==> src/rtl/game_pkg.sv <==
// Package: shared types for the reaction game controller.
// Assumes nothing beyond the standard: holds only the sequencer state encoding.
package game_pkg;

    typedef enum logic [1:0] {
        ST_IDLE = 2'd0,
        ST_GAP  = 2'd1,
        ST_LIT  = 2'd2,
        ST_DONE = 2'd3
    } game_state_t;

endpackage

==> src/rtl/tick_prescaler.sv <==
// Module: free-running divider that emits a one-cycle tick every DIV cycles.
// Assumes DIV >= 2. The tick is an enable on the system clock, never a clock itself.
module tick_prescaler #(
    parameter int DIV = 5_000_000
) (
    input  logic clk,
    input  logic rst_n,
    output logic tick_o
);

    localparam int CW = (DIV > 1) ? $clog2(DIV) : 1;

    logic [CW-1:0] cnt_q;

    // Tick on the last count of each period.
    assign tick_o = (cnt_q == CW'(DIV - 1));

    // Count cycles and wrap to zero on the tick.
    always_ff @(posedge clk) begin
        if (!rst_n || tick_o) begin
            cnt_q <= '0;
        end else begin
            cnt_q <= cnt_q + CW'(1);
        end
    end

endmodule

==> src/rtl/lfsr_picker.sv <==
// Module: shift-register random source with a modulo map onto LED indices.
// Assumes W >= 2. The feedback is the XOR of the two top bits, shifted in at bit 0.
// idx_o is the index the register will hold after the next step, so a caller
// that latches idx_o on the step cycle gets the value of the new state.
module lfsr_picker #(
    parameter int           W        = 4,
    parameter logic [W-1:0] SEED     = 4'b1000,
    parameter int           NUM_LEDS = 5,
    parameter int           IDX_W    = 3
) (
    input  logic             clk,
    input  logic             rst_n,
    input  logic             step_i,
    output logic [IDX_W-1:0] idx_o
);

    logic [W-1:0] lfsr_q;
    logic [W-1:0] lfsr_d;

    // Next state: shift left, feedback into the low bit.
    assign lfsr_d = {lfsr_q[W-2:0], lfsr_q[W-1] ^ lfsr_q[W-2]};

    // Reload the seed on reset; advance only when a round launches.
    always_ff @(posedge clk) begin
        if (!rst_n) begin
            lfsr_q <= SEED;
        end else if (step_i) begin
            lfsr_q <= lfsr_d;
        end
    end

    // Fold the next state into the range 0 .. NUM_LEDS-1.
    always_comb begin
        idx_o = IDX_W'(32'(lfsr_d) % NUM_LEDS);
    end

endmodule

==> src/rtl/round_sequencer.sv <==
// Module: game state machine with gap timer, lit timer, hit latch, score and round count.
// Assumes tick_i is a one-cycle enable and btn_i is already debounced and synchronous.
// Start requests are honoured only while idle or after game over.
module round_sequencer
    import game_pkg::*;
#(
    parameter int NUM_LEDS   = 5,
    parameter int NUM_ROUNDS = 9,
    parameter int GAP_TICKS  = 3,
    parameter int ON_W       = 8,
    parameter int IDX_W      = 3,
    parameter int RND_W      = 4
) (
    input  logic                clk,
    input  logic                rst_n,
    input  logic                tick_i,
    input  logic                start_i,
    input  logic [NUM_LEDS-1:0] btn_i,
    input  logic [ON_W-1:0]     on_ticks_i,
    input  logic [IDX_W-1:0]    idx_i,
    output logic                step_o,
    output logic                lit_o,
    output logic [IDX_W-1:0]    target_o,
    output logic [3:0]          score_o,
    output logic [RND_W-1:0]    round_o,
    output logic                game_over_o
);

    localparam int             GAP_W    = (GAP_TICKS > 1) ? $clog2(GAP_TICKS) : 1;
    localparam logic [GAP_W-1:0] GAP_LAST = GAP_W'(GAP_TICKS - 1);
    localparam logic [3:0]     SCORE_MAX = 4'd9;

    game_state_t      state_q;
    logic [GAP_W-1:0] gap_cnt_q;
    logic [ON_W-1:0]  on_cnt_q;
    logic [ON_W-1:0]  on_last;
    logic [IDX_W-1:0] target_q;
    logic             hit_q;
    logic [3:0]       score_q;
    logic [RND_W-1:0] round_q;
    logic             launch;
    logic             lit_end;
    logic             new_game;
    logic             score_hit;

    // Last tick index of the lit period; a zero setting acts as one tick.
    assign on_last   = (on_ticks_i == '0) ? '0 : on_ticks_i - ON_W'(1);

    // Event decodes shared by the processes below.
    assign new_game  = ((state_q == ST_IDLE) || (state_q == ST_DONE)) && start_i;
    assign launch    = (state_q == ST_GAP) && tick_i && (gap_cnt_q == GAP_LAST);
    assign lit_end   = (state_q == ST_LIT) && tick_i && (on_cnt_q == on_last);
    assign score_hit = (state_q == ST_LIT) && !hit_q && btn_i[target_q];

    // State transitions between idle, gap, lit and done.
    always_ff @(posedge clk) begin
        if (!rst_n) begin
            state_q <= ST_IDLE;
        end else begin
            case (state_q)
                ST_IDLE, ST_DONE: if (new_game) state_q <= ST_GAP;
                ST_GAP:           if (launch)   state_q <= ST_LIT;
                ST_LIT: begin
                    if (lit_end) begin
                        state_q <= (round_q == RND_W'(NUM_ROUNDS)) ? ST_DONE : ST_GAP;
                    end
                end
                default:          state_q <= ST_IDLE;
            endcase
        end
    end

    // Gap timer: counts ticks of darkness before each launch.
    always_ff @(posedge clk) begin
        if (!rst_n || new_game || lit_end || launch) begin
            gap_cnt_q <= '0;
        end else if ((state_q == ST_GAP) && tick_i) begin
            gap_cnt_q <= gap_cnt_q + GAP_W'(1);
        end
    end

    // Lit timer: counts ticks while the target LED is on.
    always_ff @(posedge clk) begin
        if (!rst_n || launch) begin
            on_cnt_q <= '0;
        end else if ((state_q == ST_LIT) && tick_i && !lit_end) begin
            on_cnt_q <= on_cnt_q + ON_W'(1);
        end
    end

    // Target capture at launch from the random source.
    always_ff @(posedge clk) begin
        if (!rst_n) begin
            target_q <= '0;
        end else if (launch) begin
            target_q <= idx_i;
        end
    end

    // Hit latch: allows one point per round.
    always_ff @(posedge clk) begin
        if (!rst_n || launch) begin
            hit_q <= 1'b0;
        end else if (score_hit) begin
            hit_q <= 1'b1;
        end
    end

    // BCD score: clears on a new game, saturates at nine.
    always_ff @(posedge clk) begin
        if (!rst_n || new_game) begin
            score_q <= '0;
        end else if (score_hit && (score_q != SCORE_MAX)) begin
            score_q <= score_q + 4'd1;
        end
    end

    // Round counter: clears on a new game, steps at each launch.
    always_ff @(posedge clk) begin
        if (!rst_n || new_game) begin
            round_q <= '0;
        end else if (launch) begin
            round_q <= round_q + RND_W'(1);
        end
    end

    assign step_o      = launch;
    assign lit_o       = (state_q == ST_LIT);
    assign target_o    = target_q;
    assign score_o     = score_q;
    assign round_o     = round_q;
    assign game_over_o = (state_q == ST_DONE);

endmodule

==> src/rtl/reflex_game_top.sv <==
// Module: top of the reaction LED game; ties the prescaler, random source and
// sequencer together and decodes the target index into one-hot LED drives.
// Assumes debounced buttons and a display driver outside the block.
module reflex_game_top #(
    parameter int  NUM_LEDS   = 5,
    parameter int  NUM_ROUNDS = 9,
    parameter int  PRESCALE   = 5_000_000,
    parameter int  GAP_TICKS  = 3,
    parameter int  ON_W       = 8,
    parameter int  LFSR_W     = 4,
    localparam int RND_W      = $clog2(NUM_ROUNDS + 1)
) (
    input  logic                clk,
    input  logic                rst_n,
    input  logic                start_i,
    input  logic [NUM_LEDS-1:0] btn_i,
    input  logic [ON_W-1:0]     on_ticks_i,
    output logic [NUM_LEDS-1:0] led_o,
    output logic [3:0]          score_o,
    output logic [RND_W-1:0]    round_o,
    output logic                game_over_o
);

    localparam int IDX_W = (NUM_LEDS > 1) ? $clog2(NUM_LEDS) : 1;

    logic             tick;
    logic             step;
    logic             lit;
    logic [IDX_W-1:0] pick_idx;
    logic [IDX_W-1:0] target;

    tick_prescaler #(
        .DIV (PRESCALE)
    ) u_prescaler (
        .clk    (clk),
        .rst_n  (rst_n),
        .tick_o (tick)
    );

    lfsr_picker #(
        .W        (LFSR_W),
        .SEED     (LFSR_W'(4'b1000)),
        .NUM_LEDS (NUM_LEDS),
        .IDX_W    (IDX_W)
    ) u_picker (
        .clk    (clk),
        .rst_n  (rst_n),
        .step_i (step),
        .idx_o  (pick_idx)
    );

    round_sequencer #(
        .NUM_LEDS   (NUM_LEDS),
        .NUM_ROUNDS (NUM_ROUNDS),
        .GAP_TICKS  (GAP_TICKS),
        .ON_W       (ON_W),
        .IDX_W      (IDX_W),
        .RND_W      (RND_W)
    ) u_seq (
        .clk         (clk),
        .rst_n       (rst_n),
        .tick_i      (tick),
        .start_i     (start_i),
        .btn_i       (btn_i),
        .on_ticks_i  (on_ticks_i),
        .idx_i       (pick_idx),
        .step_o      (step),
        .lit_o       (lit),
        .target_o    (target),
        .score_o     (score_o),
        .round_o     (round_o),
        .game_over_o (game_over_o)
    );

    // One-hot LED decode, one comparator per LED.
    for (genvar i = 0; i < NUM_LEDS; i++) begin : g_led
        assign led_o[i] = lit && (target == IDX_W'(i));
    end

endmodule

==> config.mk <==
export PLATFORM = sky130hd
export DESIGN_NAME = reflex_game_top
export DESIGN_NICKNAME = d
export VERILOG_FILES = /design/src/rtl/game_pkg.sv /design/src/rtl/tick_prescaler.sv /design/src/rtl/lfsr_picker.sv /design/src/rtl/round_sequencer.sv /design/src/rtl/reflex_game_top.sv
export SDC_FILE = /design/constraint.sdc
export NUM_CORES = 1
export LEC_CHECK = 0
export ABC_CLOCK_PERIOD_IN_PS = 2610
export CORE_UTILIZATION = 57
export CTS_CLUSTER_DIAMETER = 60
export DETAILED_ROUTE_END_ITERATION = 8
export PLACE_DENSITY = 0.8
export SLEW_MARGIN = 20
export SYNTH_ARGS = -nofsm -noshare
export SYNTH_HDL_FRONTEND = slang
export SYNTH_SLANG_ARGS = --single-unit
==> constraint.sdc <==
create_clock -name clk -period 2.61 [get_ports clk]
set_input_delay 0.3915 -clock clk [delete_from_list [all_inputs] [get_ports clk]]
set_output_delay 0.3915 -clock clk [all_outputs]
set_load 0.1 [all_outputs]
* Word level (Yosys, flattened, before mapping)
Cells that the tools add are included.
Word-level totals: input port bits 16, logic and storage cells 69, flip-flop bits (word level) 51
Operators by class: muxes and demuxes 8, equality and inequality tests 15, magnitude comparators 1, add/sub/neg operators 6, divide/modulo/power cells 1, reduce and logical (&&, ||, !) cells 28, bitwise operators 1
Operators with widths (number):
- modulo 4 x 3 -> 32 bit, second input constant | 1
- adder 23 x 1 -> 23 bit, second input constant | 1
- equality test 23 bit, second input constant | 1
- logical AND 1 bit | 14
- adder 4 x 1 -> 4 bit, second input constant | 2
- adder 8 x 1 -> 8 bit, second input constant | 1
- equality test 8 bit | 1
- logical NOT 8 bit | 1
- 2-to-1 mux 2 bit | 4
- 2-to-1 mux 8 bit | 1
- subtractor 8 x 1 -> 8 bit, second input constant | 1
- equality test 2 bit, second input constant | 3
- equality test 3 x 2 -> 1 bit, second input constant | 2
- logical OR 1 bit | 6
- inequality test 2 x 1 -> 1 bit, second input constant | 3
- case mux 2 bit (3 select lines) | 1
- equality test 4 bit, second input constant | 1
- less-than comparator 3 x 4 -> 1 bit, second input constant | 1
- inequality test 4 bit, second input constant | 1
- binary-select mux 1 bit (select 3 bit) | 1
- equality test 3 x 1 -> 1 bit, second input constant | 1
- equality test 3 bit, second input constant | 1
- logical NOT 1 bit | 3
- logical NOT 3 bit | 1
- 7 further kinds | 7

* Longest topological paths before layout
Gate-level depths: netlist of run 1.
word-level depth 6, mapped depth 11, mapped depth without buffers 11

* Hierarchy
Synthesis of run 1 repeated with hierarchy kept, for this count alone.
Second synthesis, totals: cells, all modules 358, area total of the unflattened synthesis 3158.0 µm²
Modules (own cells, without submodules):
- round_sequencer | cells each 192, times used 1, area an instance 1575.3 µm²
- tick_prescaler | cells each 120, times used 1, area an instance 1163.6 µm²
- lfsr_picker | cells each 41, times used 1, area an instance 355.3 µm²
- reflex_game_top | cells each 5, times used 1, area an instance 63.8 µm²

* Worst setup path after synthesis of run 1
Ideal clock, no wire load.
kind flip-flop to flip-flop, start reg u_seq.state_q[0], end reg u_seq.score_q[3] (netlist: u_seq.score_o[3]), cell stages (with the launch flop) 10, clock period less this slack 4176 ps, arrival time 4109 ps, path slack -1566 ps, data required time 2543 ps, cell sequence dfxtp_1 > inv_1 > ha_1 > nand2_1 > nor3_1 > a22oi_1 > nor3_1 > nand4_1 > xor2_1 > nor2_1
On the way: longest elaborated chain between the ends 4, elaborated cells between the ends (all ways) 9
Ends and longest elaborated chain:
- from (decl) | RTL line round_sequencer.sv:33 | game_state_t state_q;
- from (signal assigned) | RTL line round_sequencer.sv:65 | state_q <= (round_q == RND_W'(NUM_ROUNDS)) ? ST_DONE : ST_GAP;
- equality test 2 bit (tied with other cells) | RTL line round_sequencer.sv:53 | assign score_hit = (state_q == ST_LIT) && !hit_q && btn_i[target_q];
- logical AND 1 bit / logical OR 1 bit (equally long branches) | RTL line round_sequencer.sv:53, round_sequencer.sv:50
- logical AND 1 bit, on equally long branches | RTL line round_sequencer.sv:53, round_sequencer.sv:50
- logical AND 1 bit / logical OR 1 bit (equally long branches) | RTL line round_sequencer.sv:113, round_sequencer.sv:111
- to (signal assigned) | RTL line round_sequencer.sv:114 | score_q <= score_q + 4'd1;
- to (decl) | RTL line round_sequencer.sv:39 | logic [3:0] score_q;
Parallel ways exist; a longest one is shown, timed or not. A chain may end at the register's enable or synchronous reset.

* Worst setup path after layout of run 1
start in on_ticks_i[5], end reg u_seq.on_cnt_q[2]
On the way: longest elaborated chain between the ends 6, elaborated cells between the ends (all ways) 7
Ends and longest elaborated chain:
- from (decl) | RTL line reflex_game_top.sv:17 | input logic [ON_W-1:0] on_ticks_i,
- subtractor 8 x 1 -> 8 bit / logical NOT 8 bit (equally long branches) | RTL line round_sequencer.sv:47 | assign on_last = (on_ticks_i == '0) ? '0 : on_ticks_i - ON_W'(1);
- 2-to-1 mux 8 bit (*) | RTL line round_sequencer.sv:47
- equality test 8 bit (*) | RTL line round_sequencer.sv:52 | assign lit_end = (state_q == ST_LIT) && tick_i && (on_cnt_q == on_last);
- logical AND 1 bit (*) | RTL line round_sequencer.sv:52
- logical NOT 1 bit (*) | RTL line round_sequencer.sv:86 | end else if ((state_q == ST_LIT) && tick_i && !lit_end) begin
- logical AND 1 bit (*) | RTL line round_sequencer.sv:86
- to (signal assigned) | RTL line round_sequencer.sv:87 | on_cnt_q <= on_cnt_q + ON_W'(1);
- to (decl) | RTL line round_sequencer.sv:35 | logic [ON_W-1:0] on_cnt_q;
Every way passes the cells marked *; elsewhere a longest branch is shown, timed or not.

==> metrics, run 1 <==
syn_area_per_cell=8.34 um^2; Die Y=73.9 um; warnings from Yosys=0; CTS tree=yes; Port Buffers=29; cell mode on critical path=o21a_1; HPWL after DPL=about 4600 um; Top FF cell, synth=dfxtp_1; hold_buf cts=0; Power Dens Cells=391 mW/mm^2; Peak Freq=between 300 and 400 MHz; multiplexer area fraction after synthesis=2.81%; Layout area overhead=26.2%; Final min period=2570 ps; worst rel slew slack=around 74%; Initial DRC Count=93; H-tree Lvls=2; compound-cell area share of the yosys netlist=between 10% and 20%; fin cells=474; worst-skew pair later-pin latency=300 ps; antenna cells=0; Post-Synthesis Cells=353; final hold vios=0; Die ar.=0.00545 mm^2; DRT Wirelength=6380 um; TritonRoute pass-1 iters=4; Final Max Tran Viols=0; dpl ws=-424 ps; Leakage=1.39 nW; asr flop ratio synth=0%; # DRC=0; Post-synth EDFFs=0; Synth area leaders=dfxtp_1, ha_1, nor2_1, xnor2_1, xor2_1; Post-Synth XOR/XNOR Area=around 9.8%; final worst slack=between 40 and 50 ps; area of the core=0.00485 mm^2; Ports=30; fraction of layout cells with a size suffix above 1=18.7%; Worst-path clk slew=80 ps; commonest cells in the netlist=nor2_1, dfxtp_1, nand2_1; chip width=73.9 um; routed vias=~2,600; total CTS buffers=5; clock root buffer master=clkbuf_8; status=complete, no violations; CP Max Fanout=4; drt wl/cell=13.5 um; Final nets=439; Via-to-Cell Ratio=5.55; CP peak stage delay=500 ps; Critical Path, Cell by Cell=clkdlybuf4s50_1 -> or3_4 -> o21a_1 -> o21a_1 -> o22ai_2 -> nor4_4 -> clkdlybuf4s15_2 -> or4_1 -> nand2_1; fin area=0.00371 mm^2; Synth Area in Adders=7.23%; Initial Util=60.7%; largest net degree at the start of global routing=24; most numerous cell in the Yosys netlist=nor2_1; clock sink total=51; first-pass GRT wire length=10,200 um; CP Data Arrival Time=about 2800 ps; slowest CP cell=or4_1; dpl cells=461; clock skew=5.66 ps; initial antenna violation count=0; Placer Congestion=~0.86; Synth area leader=dfxtp_1; sequential area share after synthesis=34.7%; Global Route Usage Sum=roughly a quarter; simple-gate share of the synthesized area=about 28%; Crit Path Category=in2reg; Final Cycle Share=a little over nine tenths; number of global-route vias before repair=around 2,300; placed inst area=0.00349 mm^2; Max VDD drop=0.000387 V; syn nets=just under 400; worst min-delay path class=reg2reg; Max Cap Viol=0; #FFs+latches synth=51; Tightest Pin Transition=381 ps; Req. time, crit path=2860 ps; setup violators final=0; Post-DRT Antenna Nets=0; main combinational cell family by area after synthesis=simple AND/OR/NAND/NOR gates; post-synthesis cell area=a little under 0.003 mm^2; CP endpoint kind=flop; clock buffer depth=2; post-synth cell types=60; startpoint type of the worst setup path=input port; # rows=25; Overflow after GRT=0; top cell type's share of synthesized area=34.7%
## power by group
group | switching [W] | internal [W] | leakage [nW] | total [W]
clock network | 0.000243 | 0.000189 | 0.0422 | 0.000432
logic | 0.000121 | 0.0000995 | 0.940 | 0.000220
registers | 0.0000131 | 0.000789 | 0.412 | 0.000802
## area by class of cell
cell class	instances	area, um^2
clock buffers	7	76.3
clock inverters	1	5.00
fillers	358	1130
inverters	16	60.1
multi-input cells	276	1930
flip-flops and latches	51	1020
well taps	67	83.8
repair buffers	56	537
## cell families (layout without fill, tap and decap cells)
| kind of cell | after synthesis | in the layout |
|---|---|---|
| and+or+nand+nor | 160 | 160 |
| AOI/OAI and AO/OA | 59 | 59 |
| DFF | 51 | 51 |
| xor gates and xnor gates | 33 | 33 |
| buffers and inverters | 26 | 80 |
| adders and majority gates | 17 | 17 |
| muxes | 7 | 7 |
## registers in the layout, indices dropped and copies added (netlist names)
name and count:
u_seq.round_o 4, u_seq.target_o 3, u_seq.on_cnt_q 8, u_seq.score_o 4, u_seq.gap_cnt_q 2, u_seq.state_q 2
u_prescaler.cnt_q 23, u_seq.hit_q 1, u_picker.lfsr_q 4
## placed cells by master (no fill, tap or decap), types with 3 or more instances in the layout
cell type,synthesis,routed
a211oi_1,6,5
a21oi_1,17,16
and3_1,3,3
buf_12,0,5
buf_4,1,34
clkbuf_8,0,5
clkdlybuf4s50_1,0,10
dfxtp_1,51,51
dlymetal6s2s_1,0,4
ha_1,17,16
inv_1,15,15
mux2i_1,6,6
nand2_1,31,31
nand2b_1,8,8
nand3_1,9,9
nand4_1,9,9
nor2_1,52,52
nor3_1,14,8
nor3_2,0,4
nor4_4,1,3
o21a_1,4,4
o21ai_0,6,4
o21ai_1,5,7
or3_1,8,6
or4_1,3,3
xnor2_1,17,17
xor2_1,16,16
## metal layers
metal	track usage, %	wire length (um)
met5	0	0
met4	6.41	56
met3	4.12	187
met2	43.1	3320
met1	28.9	2810
## stage by stage
step / hold WS (ps) / utilization (%) / TNS (ps) / total power (W)
6_report: 464 / 76.6 / 0 / 0.00145
5_1_grt: 500 / 76.6 / -10.8 / 0.00152
4_1_cts: 466 / 74.2 / 0 / 0.00145
3_5_place_dp: 453 / 71.9 / -4420 / 0.00103
3_3_place_gp: 446 / 71.9 / -3170 / 0.00102
2_1_floorplan: 430 / - / -42.8 / 0.000940
## critical path: cells and delay by family
kind / cells / cell delay, ps
simple gates: 4 / 1050
buf+inv: 2 / 680
compound gates: 3 / 690
## final timing paths
| path | start | to | slack (ps) | depth (start not counted) |
|---|---|---|---|---|
| setup reg to reg | u_prescaler.cnt_q[10] | u_seq.on_cnt_q[7] | 200 | 8 |
| hold / removal | u_seq.hit_q | u_seq.hit_q | 460 | 2 |
| setup / recovery | on_ticks_i[5] | u_seq.on_cnt_q[2] | 40 | 9 |
| hold reg to reg | u_seq.hit_q | u_seq.hit_q | 460 | 2 |
## repair_timing
action / 4_1_cts / 5_1_grt
setup endpoints to repair: 8 / 10
pin swaps: 3 / 10
setup buffers: 1 / 5
gates resized for setup: 8 / 19
cloned: 0 / 1
Power figures use the tool's default switching activity.
==> run 2: changes to the inputs <==
Settings changed: ABC_CLOCK_PERIOD_IN_PS 2610 to 3100, CORE_UTILIZATION 57 to 60, PLACE_DENSITY 0.8 to 0.84.
Clock period 2.61 ns to 3.1 ns, I/O delays scaled along.
==> run 2 against run 1 <==
Compared with the run above:
- sequential power shrank 16%
- worst hold slack worse by 4.6 ps
- design area shrank 8.6%
- cell count is 4.6% lower
- critical endpoint is now u_seq.state_q[0]
==> metrics, run 2 (synthesis results as in run 1) <==
status=complete, no violations; drt wl/cell=13.0 um (-3.7%); Die ar.=0.00519 mm^2 (-4.9%); Fillers=352 (-1.7%); Final Max Tran Viols=0 (unchanged); worst min-delay path class=reg2reg; Worst-path clk slew=90 ps (about the same); Initial DRC Count=161 (+73%); Die Y=72.0 um (-2.5%); number of global-route vias before repair=2,339 (-0.43%); Final Util=71.9% (-4.8 points); Max Cap Viol=0 (unchanged); # rows=25 (unchanged); fraction of layout cells with a size suffix above 1=10.1% (-8.5 points); Reg area=0.00102 mm^2 (unchanged); clock skew=5.56 ps (-0.0967 ps); hold slack=459 ps (-4.65 ps); TritonRoute pass-1 iters=5 (+1); startpoint type of the worst setup path=input port; clock sink total=51 (unchanged); CP endpoint kind=flop; Port Buffers=29 (unchanged); Peak Freq=355 MHz; H-tree Lvls=2 (unchanged); Crit Path Category=in2reg; Final nets=418 (-4.8%); Global Route Usage Sum=23.9% (+0.063 points); area of the core=0.00472 mm^2 (-2.6%); Reg with most FFs=u_prescaler.cnt_q; Layout area overhead=15.3%; clock root buffer master=clkbuf_8; total CTS buffers=5 (unchanged); total power=0.00128 W (-12%); Tightest Pin Transition=570 ps (+189 ps); highest-count cells in the layout ignoring fill and taps=nor2_1, dfxtp_1, nand2_1, buf_4; Power Dens Cells=376 mW/mm^2 (-3.9%); Largest register FFs=23 (unchanged); setup violators final=0 (unchanged); routed vias=2,561 (-2.7%); CTS tree=yes; clock buffer depth=2 (unchanged); DRT Wirelength=5860 um (-8.2%); Largest regs=u_prescaler.cnt_q x23, u_seq.on_cnt_q x8; Max VDD drop=0.000252 V (-35%); initial antenna violation count=0 (unchanged); Final min period=2820 ps; Placer Congestion=0.772 (-9.9%); Final Cycle Share=90.9%; area occupied by multi-input gates=0.00183 mm^2 (-5.4%); HPWL after DPL=4150 um (-8.7%); Post-DRT Antenna Nets=0 (unchanged); final hold vios=0 (unchanged); commonest non-fill, non-tap cell in the layout=nor2_1; dpl cells=445 (-3.5%); Leakage=1.22 nW (-12%); worst-skew pair later-pin latency=310 ps (about the same); CP Data Arrival Time=3040 ps (+220 ps); chip width=72.0 um (-2.5%); RSZ-0062 raised after global routing=no; placed inst area=0.00329 mm^2 (-5.6%); # DRC=0 (unchanged); CP Max Fanout=4 (unchanged); largest net degree at the start of global routing=24 (unchanged); Post CTS Setup Buffer Count=0 (-1); Ports=30 (unchanged); worst rel slew slack=61.7% (-13 points); antenna cells=0 (unchanged); Via-to-Cell Ratio=5.67 (+2.0%); Overflow after GRT=0 (unchanged); Req. time, crit path=3320 ps (+460 ps); hold_buf cts=0 (unchanged); first-pass GRT wire length=9820 um (-3.4%); fin cells=452 (-4.6%); Initial Util=62.3% (+1.6 points); Post-CTS Resized=0 (-8); fin area=0.00339 mm^2 (-8.6%)
## run 2: worst paths after layout
path	to	start	depth (start not counted)	slack, ps
hold reg to reg	u_seq.hit_q	u_seq.hit_q	2	460
setup / recovery	u_seq.state_q[0]	on_ticks_i[0]	10	280
hold / removal	u_seq.hit_q	u_seq.hit_q	2	460
setup reg to reg	u_seq.on_cnt_q[4]	u_prescaler.cnt_q[0]	8	510
## run 2: layer usage
metal	vias up	share of wire (%)	GRT usage (%)
li1	1307	-	-
met5	-	0	0
met2	55	48	41.0
met4	0	2.9	12.6
met3	16	3.2	4.72
met1	1183	46	28.3
## run 2: stage by stage
stage | setup WS [ps] | setup TNS [ps]
3_3_place_gp | 87.4 | 0
3_5_place_dp | 7.30 | 0
5_1_grt | 122 | 0
2_1_floorplan | -76.8 | -76.8
4_1_cts | 327 | 0
6_report | 283 | 0
## run 2: layout make-up
type	count	area share, %
Clock buffer	6	2.14
Clock inverter	1	0.885
Inverter	16	1.77
Multi-Input combinational cell	276	53.8
Sequential cell	51	30.1
Tap cell	67	2.47
Timing Repair Buffer	35	8.85
## run 2: where the power goes
part | total, W | internal (W) | switching [W]
combinational | 0.000155 | 0.0000654 | 0.0000892
clock | 0.000445 | 0.000237 | 0.000208
sequential | 0.000677 | 0.000664 | 0.0000125
total | 0.00128 | 0.000966 | 0.000310
## run 2: worst max-delay path, cell delays in order
cell and delay (ps):
clkdlybuf4s50_1 480, inv_1 90, ha_1 170, or3b_1 380, a2111oi_0 400, nor2_1 80
o31a_1 160, o41ai_4 440, a21oi_1 120, a311oi_1 240
